## src/rtl/disp_port_pkg.sv

```systemverilog
package disp_port_pkg;
  localparam int unsigned WORD_W = 16;
  localparam int unsigned CHAR_W = 8;

  typedef logic [WORD_W-1:0] word_t;
  typedef logic [CHAR_W-1:0] char_t;

  // Status word: ready and enable at their bit slots, zero elsewhere.
  function automatic word_t f_status_word(input logic ready, input logic ie,
                                          input int unsigned rdy_pos,
                                          input int unsigned ie_pos);
    word_t w;
    w = '0;
    w[rdy_pos] = ready;
    w[ie_pos]  = ie;
    return w;
  endfunction

  // Character zero-extended to a bus word.
  function automatic word_t f_char_word(input char_t c);
    return {{(WORD_W-CHAR_W){1'b0}}, c};
  endfunction
endpackage

```

## src/rtl/disp_port_decode.sv

```systemverilog
module disp_port_decode #(
  parameter int unsigned ADDR_W    = 16,
  parameter logic [ADDR_W-1:0] STAT_ADDR = 16'hFE04,
  parameter logic [ADDR_W-1:0] DATA_ADDR = 16'hFE06
) (
  input  logic              sel,
  input  logic              we,
  input  logic [ADDR_W-1:0] addr,
  output logic              wr_stat,
  output logic              wr_data,
  output logic              rd_stat,
  output logic              rd_data
);
  logic hit_stat, hit_data;

  assign hit_stat = sel && (addr == STAT_ADDR);
  assign hit_data = sel && (addr == DATA_ADDR);
  assign wr_stat  = hit_stat && we;
  assign wr_data  = hit_data && we;
  assign rd_stat  = hit_stat && !we;
  assign rd_data  = hit_data && !we;
endmodule

```

## src/rtl/disp_port_ctrl.sv

```systemverilog
module disp_port_ctrl
  import disp_port_pkg::*;
(
  input  logic  clk,
  input  logic  rst_n,
  input  logic  wr_data,
  input  char_t wchar,
  input  logic  done,
  output logic  busy,
  output char_t char_q,
  output logic  accept_evt,
  output logic  drop_evt,
  output logic  release_evt
);
  assign accept_evt  = wr_data && !busy;
  assign drop_evt    = wr_data && busy;
  assign release_evt = done && busy;

  always_ff @(posedge clk or negedge rst_n) begin
    if (!rst_n) begin
      busy   <= 1'b0;
      char_q <= '0;
    end else if (accept_evt) begin
      busy   <= 1'b1;
      char_q <= wchar;
    end else if (release_evt) begin
      busy   <= 1'b0;
    end
  end

  AST_ACCEPT_TAKES: assert property (@(posedge clk) disable iff (!rst_n)
    accept_evt |=> busy && (char_q == $past(wchar)));
  AST_HOLD_CHAR: assert property (@(posedge clk) disable iff (!rst_n)
    busy && !done |=> busy && $stable(char_q));
  AST_DONE_RELEASE: assert property (@(posedge clk) disable iff (!rst_n)
    release_evt |=> !busy);
  AST_BUSY_WRITE_DROP: assert property (@(posedge clk) disable iff (!rst_n)
    drop_evt |=> $stable(char_q));
  AST_IDLE_DONE_NOP: assert property (@(posedge clk) disable iff (!rst_n)
    !busy && done && !wr_data |=> !busy);
endmodule

```

## src/rtl/disp_port_irq.sv

```systemverilog
module disp_port_irq (
  input  logic clk,
  input  logic rst_n,
  input  logic wr_stat,
  input  logic ie_wbit,
  input  logic ready,
  output logic ie_q,
  output logic irq
);
  always_ff @(posedge clk or negedge rst_n) begin
    if (!rst_n)       ie_q <= 1'b0;
    else if (wr_stat) ie_q <= ie_wbit;
  end

  assign irq = ie_q && ready;

  AST_IE_LOAD: assert property (@(posedge clk) disable iff (!rst_n)
    wr_stat |=> ie_q == $past(ie_wbit));
  AST_IE_HOLD: assert property (@(posedge clk) disable iff (!rst_n)
    !wr_stat |=> $stable(ie_q));
endmodule

```

## src/rtl/disp_port.sv

```systemverilog
module disp_port
  import disp_port_pkg::*;
#(
  parameter int unsigned ADDR_W    = 16,
  parameter logic [ADDR_W-1:0] STAT_ADDR = 16'hFE04,
  parameter logic [ADDR_W-1:0] DATA_ADDR = 16'hFE06,
  parameter int unsigned RDY_BIT   = 15,
  parameter int unsigned IE_BIT    = 14
) (
  input  logic              clk,
  input  logic              rst_n,
  input  logic              bus_sel,
  input  logic              bus_we,
  input  logic [ADDR_W-1:0] bus_addr,
  input  logic [WORD_W-1:0] bus_wdata,
  output logic [WORD_W-1:0] bus_rdata,
  output logic              disp_valid,
  output logic [CHAR_W-1:0] disp_char,
  input  logic              disp_done,
  output logic              irq
);
  logic  wr_stat, wr_data, rd_stat, rd_data;
  logic  busy, ie_q, ready;
  logic  accept_evt, drop_evt, release_evt;
  char_t char_q;
  logic  unused_wdata;

  assign unused_wdata = ^bus_wdata;

  disp_port_decode #(.ADDR_W(ADDR_W), .STAT_ADDR(STAT_ADDR), .DATA_ADDR(DATA_ADDR))
  u_decode (
    .sel(bus_sel), .we(bus_we), .addr(bus_addr),
    .wr_stat(wr_stat), .wr_data(wr_data), .rd_stat(rd_stat), .rd_data(rd_data)
  );

  disp_port_ctrl u_ctrl (
    .clk(clk), .rst_n(rst_n), .wr_data(wr_data), .wchar(bus_wdata[CHAR_W-1:0]),
    .done(disp_done), .busy(busy), .char_q(char_q),
    .accept_evt(accept_evt), .drop_evt(drop_evt), .release_evt(release_evt)
  );

  assign ready = !busy;

  disp_port_irq u_irq (
    .clk(clk), .rst_n(rst_n), .wr_stat(wr_stat), .ie_wbit(bus_wdata[IE_BIT]),
    .ready(ready), .ie_q(ie_q), .irq(irq)
  );

  always_comb begin
    if (rd_stat)      bus_rdata = f_status_word(ready, ie_q, RDY_BIT, IE_BIT);
    else if (rd_data) bus_rdata = f_char_word(char_q);
    else              bus_rdata = '0;
  end

  assign disp_valid = busy;
  assign disp_char  = char_q;

  AST_NO_WRITE_EFFECT_OFFMAP: assert property (@(posedge clk) disable iff (!rst_n)
    bus_sel && bus_we && !wr_stat && !wr_data |=> $stable(disp_valid) || $past(disp_done));
  AST_READY_NOT_WRITABLE: assert property (@(posedge clk) disable iff (!rst_n)
    wr_stat && !disp_done |=> $stable(disp_valid));
  AST_IRQ_NEEDS_IDLE: assert property (@(posedge clk) disable iff (!rst_n)
    irq |-> !disp_valid);
  AST_STATUS_PAD_ZERO: assert property (@(posedge clk) disable iff (!rst_n)
    rd_stat |-> (bus_rdata & ~f_status_word(1'b1, 1'b1, RDY_BIT, IE_BIT)) == '0);
endmodule

```

## config.mk

```make
export PLATFORM = sky130hd
export DESIGN_NAME = disp_port
export DESIGN_NICKNAME = d
export VERILOG_FILES = /design/src/rtl/disp_port_pkg.sv /design/src/rtl/disp_port_decode.sv /design/src/rtl/disp_port_ctrl.sv /design/src/rtl/disp_port_irq.sv /design/src/rtl/disp_port.sv
export SDC_FILE = /design/constraint.sdc
export NUM_CORES = 1
export LEC_CHECK = 0
export CAP_MARGIN = 5
export CORE_ASPECT_RATIO = 0.75
export CORE_MARGIN = 1
export CORE_UTILIZATION = 27
export CTS_CLUSTER_DIAMETER = 100
export DETAILED_ROUTE_END_ITERATION = 12
export DONT_BUFFER_PORTS = 1
export PLACE_DENSITY = 0.39
export SLEW_MARGIN = 20
export SYNTH_ARGS = -nofsm -noshare
export SYNTH_HDL_FRONTEND = slang
export SYNTH_HIERARCHICAL = 1
export SYNTH_SLANG_ARGS = --single-unit
```

## constraint.sdc

```tcl
create_clock -name clk -period 2.64 [get_ports clk]
set_clock_uncertainty 0.1 [all_clocks]
set_input_delay 0.792 -clock clk [delete_from_list [all_inputs] [get_ports clk]]
set_output_delay 0.792 -clock clk [all_outputs]
set_load 0.05 [all_outputs]
```

Word-level counts from Yosys, hierarchy flattened

Index checks and enable logic that the tools add are counted.

Bits of input ports: 37
Output and inout bits: 26
Word-level logic and storage cells: 21
Bits in registers: 10

Reduce and logical (&&, ||, !) cells: 12
Equal/unequal tests: 2
Multiplexer cells: 4

Operators by type and width:

| cell                                  | number |
|---|---|
| 16-bit == test, second input constant | 2 |
| 16-bit two-way mux                    | 1 |
| 1-bit logical AND                     | 9 |
| 8-bit two-way mux                     | 1 |
| 1-bit logical NOT                     | 2 |
| 1-bit two-way mux                     | 2 |
| 2-bit nonzero test                    | 1 |

Logic depth before layout (Yosys ltp)

Depth after elaboration: 5
Mapped depth: 6
Gate-level depth less buffers: 5

By module

The synthesis kept the hierarchy.

Modules (own cells, without submodules):

| module           | cells an instance | times used | area each (um2) | seq. area each (um2) |
|---|---|---|---|---|
| disp_port_ctrl   | 23                | 1          | 386.6           | 225.2 |
| disp_port        | 18                | 1          | 135.1           | 0.0 |
| disp_port_decode | 10                | 1          | 93.8            | 0.0 |
| disp_port_irq    | 3                 | 1          | 46.3            | 25.0 |

Worst setup path before layout

No wires, ideal clock.

Path kind: input -> output
Start: in bus_addr[5]
End: out bus_rdata[15]
Arrival time: 2.443 ns
Stages: 4
Required time: 1.748 ns
Buffers on the path: 0
Setup slack: -0.695 ns
Cells stage by stage: nor4_2 nand4_2 nor3_1 nor2b_1

Word-level cells in the longest chain between the ends: 4

Ends and longest elaborated chain:

| what               | line                   | RTL |
|---|---|---|
| from (decl)        | disp_port.sv:14        | `input logic [ADDR_W-1:0] bus_addr,` |
| 16-bit == test     | disp_port_decode.sv:16 | `assign hit_stat = sel && (addr == STAT_ADDR);` |
| 1-bit logical AND  | disp_port_decode.sv:16 |  |
| 1-bit logical AND  | disp_port_decode.sv:20 | `assign rd_stat = hit_stat && !we;` |
| via rd_stat        | disp_port.sv:22        | `logic wr_stat, wr_data, rd_stat, rd_data;` |
| 16-bit two-way mux | disp_port.sv:50        | `if (rd_stat) bus_rdata = f_status_word(ready, ie_q, RDY_BIT, IE_BIT);` |
| to (decl)          | disp_port.sv:16        | `output logic [WORD_W-1:0] bus_rdata,` |

The timed path passes the listed nets, and every way through them passes these cells.

Worst setup path in the final report

Start: in bus_addr[5]
End: out bus_rdata[5]

Same word-level chain as after synthesis.

==> results.json <==
{
  "status": "complete, but fails checks",
  "violations": "setup timing",
  "power_frac_clock": 0.436,
  "fmax_ghz": 0.347,
  "pwr-share-comb": 0.075,
  "drtPass1Iterations": 3,
  "cts.sinks": 10,
  "tns_ps": -2290,
  "num-fill-cells": 234,
  "syn_to_final_growth_pct": 27.2,
  "ctsHoldBuffers": 0,
  "r2r_setup_slack_ps": 1200,
  "rsz0062_at_grt": "yes",
  "clkTransAtPathRegs_ps": 70,
  "antenna_found_initial": 0,
  "vias_per_cell": 4.30,
  "cts_made_buffers": 3,
  "netlist_area_um2": 654,
  "swShare": 0.233,
  "die_w_um": 58.8,
  "setup_viol": 10,
  "required_ps": 1750,
  "hold_viol_final": 0,
  "rows": 15,
  "dp_hpwl_um": 1020,
  "coreArea_mm2": 0.00229,
  "p_int_mw": 0.241,
  "power.switching_mw": 0.0730,
  "nets": 100,
  "grt_max_degree": 11,
  "critPathMaxFanout": 10,
  "critPathCaptureType": "output port",
  "crit_chain": "nor4_4, nand4_4, buf_6, nor3_4, buf_12, and3b_2",
  "wire_per_inst_um": 13.1,
  "cts.path.max_buffers": 2,
  "powerDensity_mw_per_mm2": 377,
  "pwr-share-seq": 0.489,
  "critPathSlowestCell": "and3b_2",
  "p_total_mw": 0.314,
  "drive_gt1_frac": 0.597,
  "drc": 0,
  "gp_congestion": 0.635,
  "tightest_slew_ps": 505,
  "gr-total-overflow": 0,
  "max_stage_delay_ps": 310,
  "dp_slack_ps": -273,
  "yosys_warnings": 6,
  "layout.cells.non_filler": 96,
  "portBuffers": 0,
  "vias": 413,
  "synthesis.instances": 53,
  "ant_nets": 0,
  "r2r-end": "u_ctrl/char_q[3]$_DFFE_PN0P_",
  "antenna_cells": 0,
  "p_leak_nw": 0.396,
  "period_share": 1.09,
  "cts_tree": "done",
  "stdcell_area_um2": 832,
  "synth.avg_cell_area_um2": 12.3,
  "grt_pass1_vias": 378,
  "r2r-start": "u_ctrl/busy$_DFFE_PN0P_",
  "dp.cells": 92,
  "start_util": 0.286,
  "cp-start-kind": "input port",
  "slew_headroom": 0.664,
  "wl_um": 1260,
  "critPathArrivalTime_ps": 1990,
  "maxCapViolCount": 0,
  "multiInputGateArea_um2": 418,
  "ir_worst_vdd_uv": 268,
  "die_h_um": 44.6,
  "fin_ws_ps": -240,
  "drt-initial-drc-count": 12,
  "placed_cell_area_um2": 792,
  "mostFrequentLayoutCells": "10 x dfrtp_1, 9 x mux2_4, 8 x and3b_2, 6 x conb_1, 4 x buf_4",
  "path_buf_inv": 2,
  "r2r_cells": 4,
  "h-tree-depth": 1,
  "root_buffer": "clkbuf_4",
  "worst-setup-path-type": "input port to output port",
  "mostFrequentLayoutCell": "dfrtp_1",
  "post_cts_buffers": 0,
  "hp-class": "input port to async pin",
  "die_area_mm2": 0.00263,
  "grt_first_pass_wirelength_um": 1860,
  "track_usage": 0.0998,
  "finalCriticalPeriod_ps": 2880,
  "slew_viol_final": 0,
  "critPathTopFamily": "simple AND/OR/NAND/NOR gates",
  "clock_latency_ps": 260,
  "register_area_um2": 250,
  "ios": 63
}
## per-layer routing
metal	up-vias	share of wire	global-route usage
li1	193	-	-
met2	26	0.46	0.141
met4	0	0	0.0143
met5	-	0	0
met1	194	0.45	0.131
met3	0	0.094	0.0614
## flip-flops by register name, indices dropped and copies added, names as in the netlist
register and flops:
u_ctrl/busy 1, u_irq/ie_q 1, u_ctrl/char_q 8
## area by class of cell
cell class / count / share of cell area
multi-input combinational: 40 / 0.502
sequential: 10 / 0.301
timing repair buffer: 7 / 0.0977
tap: 34 / 0.0511
clock buffer: 4 / 0.0436
inverter: 1 / 0.00451
## worst max path at each step
stage	start	end	slack (ps)	cells past startpoint
after CTS	bus_addr[5]	bus_rdata[5]	-260	6
final	bus_addr[5]	bus_rdata[5]	-240	6
after floorplan	bus_addr[5]	bus_rdata[0]	-140	4
after detailed placement	bus_addr[5]	bus_rdata[5]	-270	6
after global placement	bus_addr[5]	bus_rdata[5]	-270	6
after global routing	bus_addr[5]	bus_rdata[2]	-310	6
## power groups by stage
stage | sequential (mW) | combinational (mW) | clock [mW]
CTS | 0.153 | 0.0236 | 0.145
finish | 0.153 | 0.0237 | 0.137
floorplan | 0.156 | 0.0304 | 0
global placement | 0.156 | 0.0235 | 0
global route | 0.153 | 0.0245 | 0.151
detailed placement | 0.156 | 0.0236 | 0
## through the flow
stage / utilization / hold slack [ps]
2_1_floorplan: - / 396
3_3_place_gp: 0.346 / 397
3_5_place_dp: 0.346 / 397
6_report: 0.363 / 116
4_1_cts: 0.363 / 101
5_1_grt: 0.363 / 91.6
## what timing repair did
action,CTS,global route
resized for setup,1,0
hold endpoints to repair,0,0
setup endpoints to repair,10,10
Power figures use the tool's default switching activity.
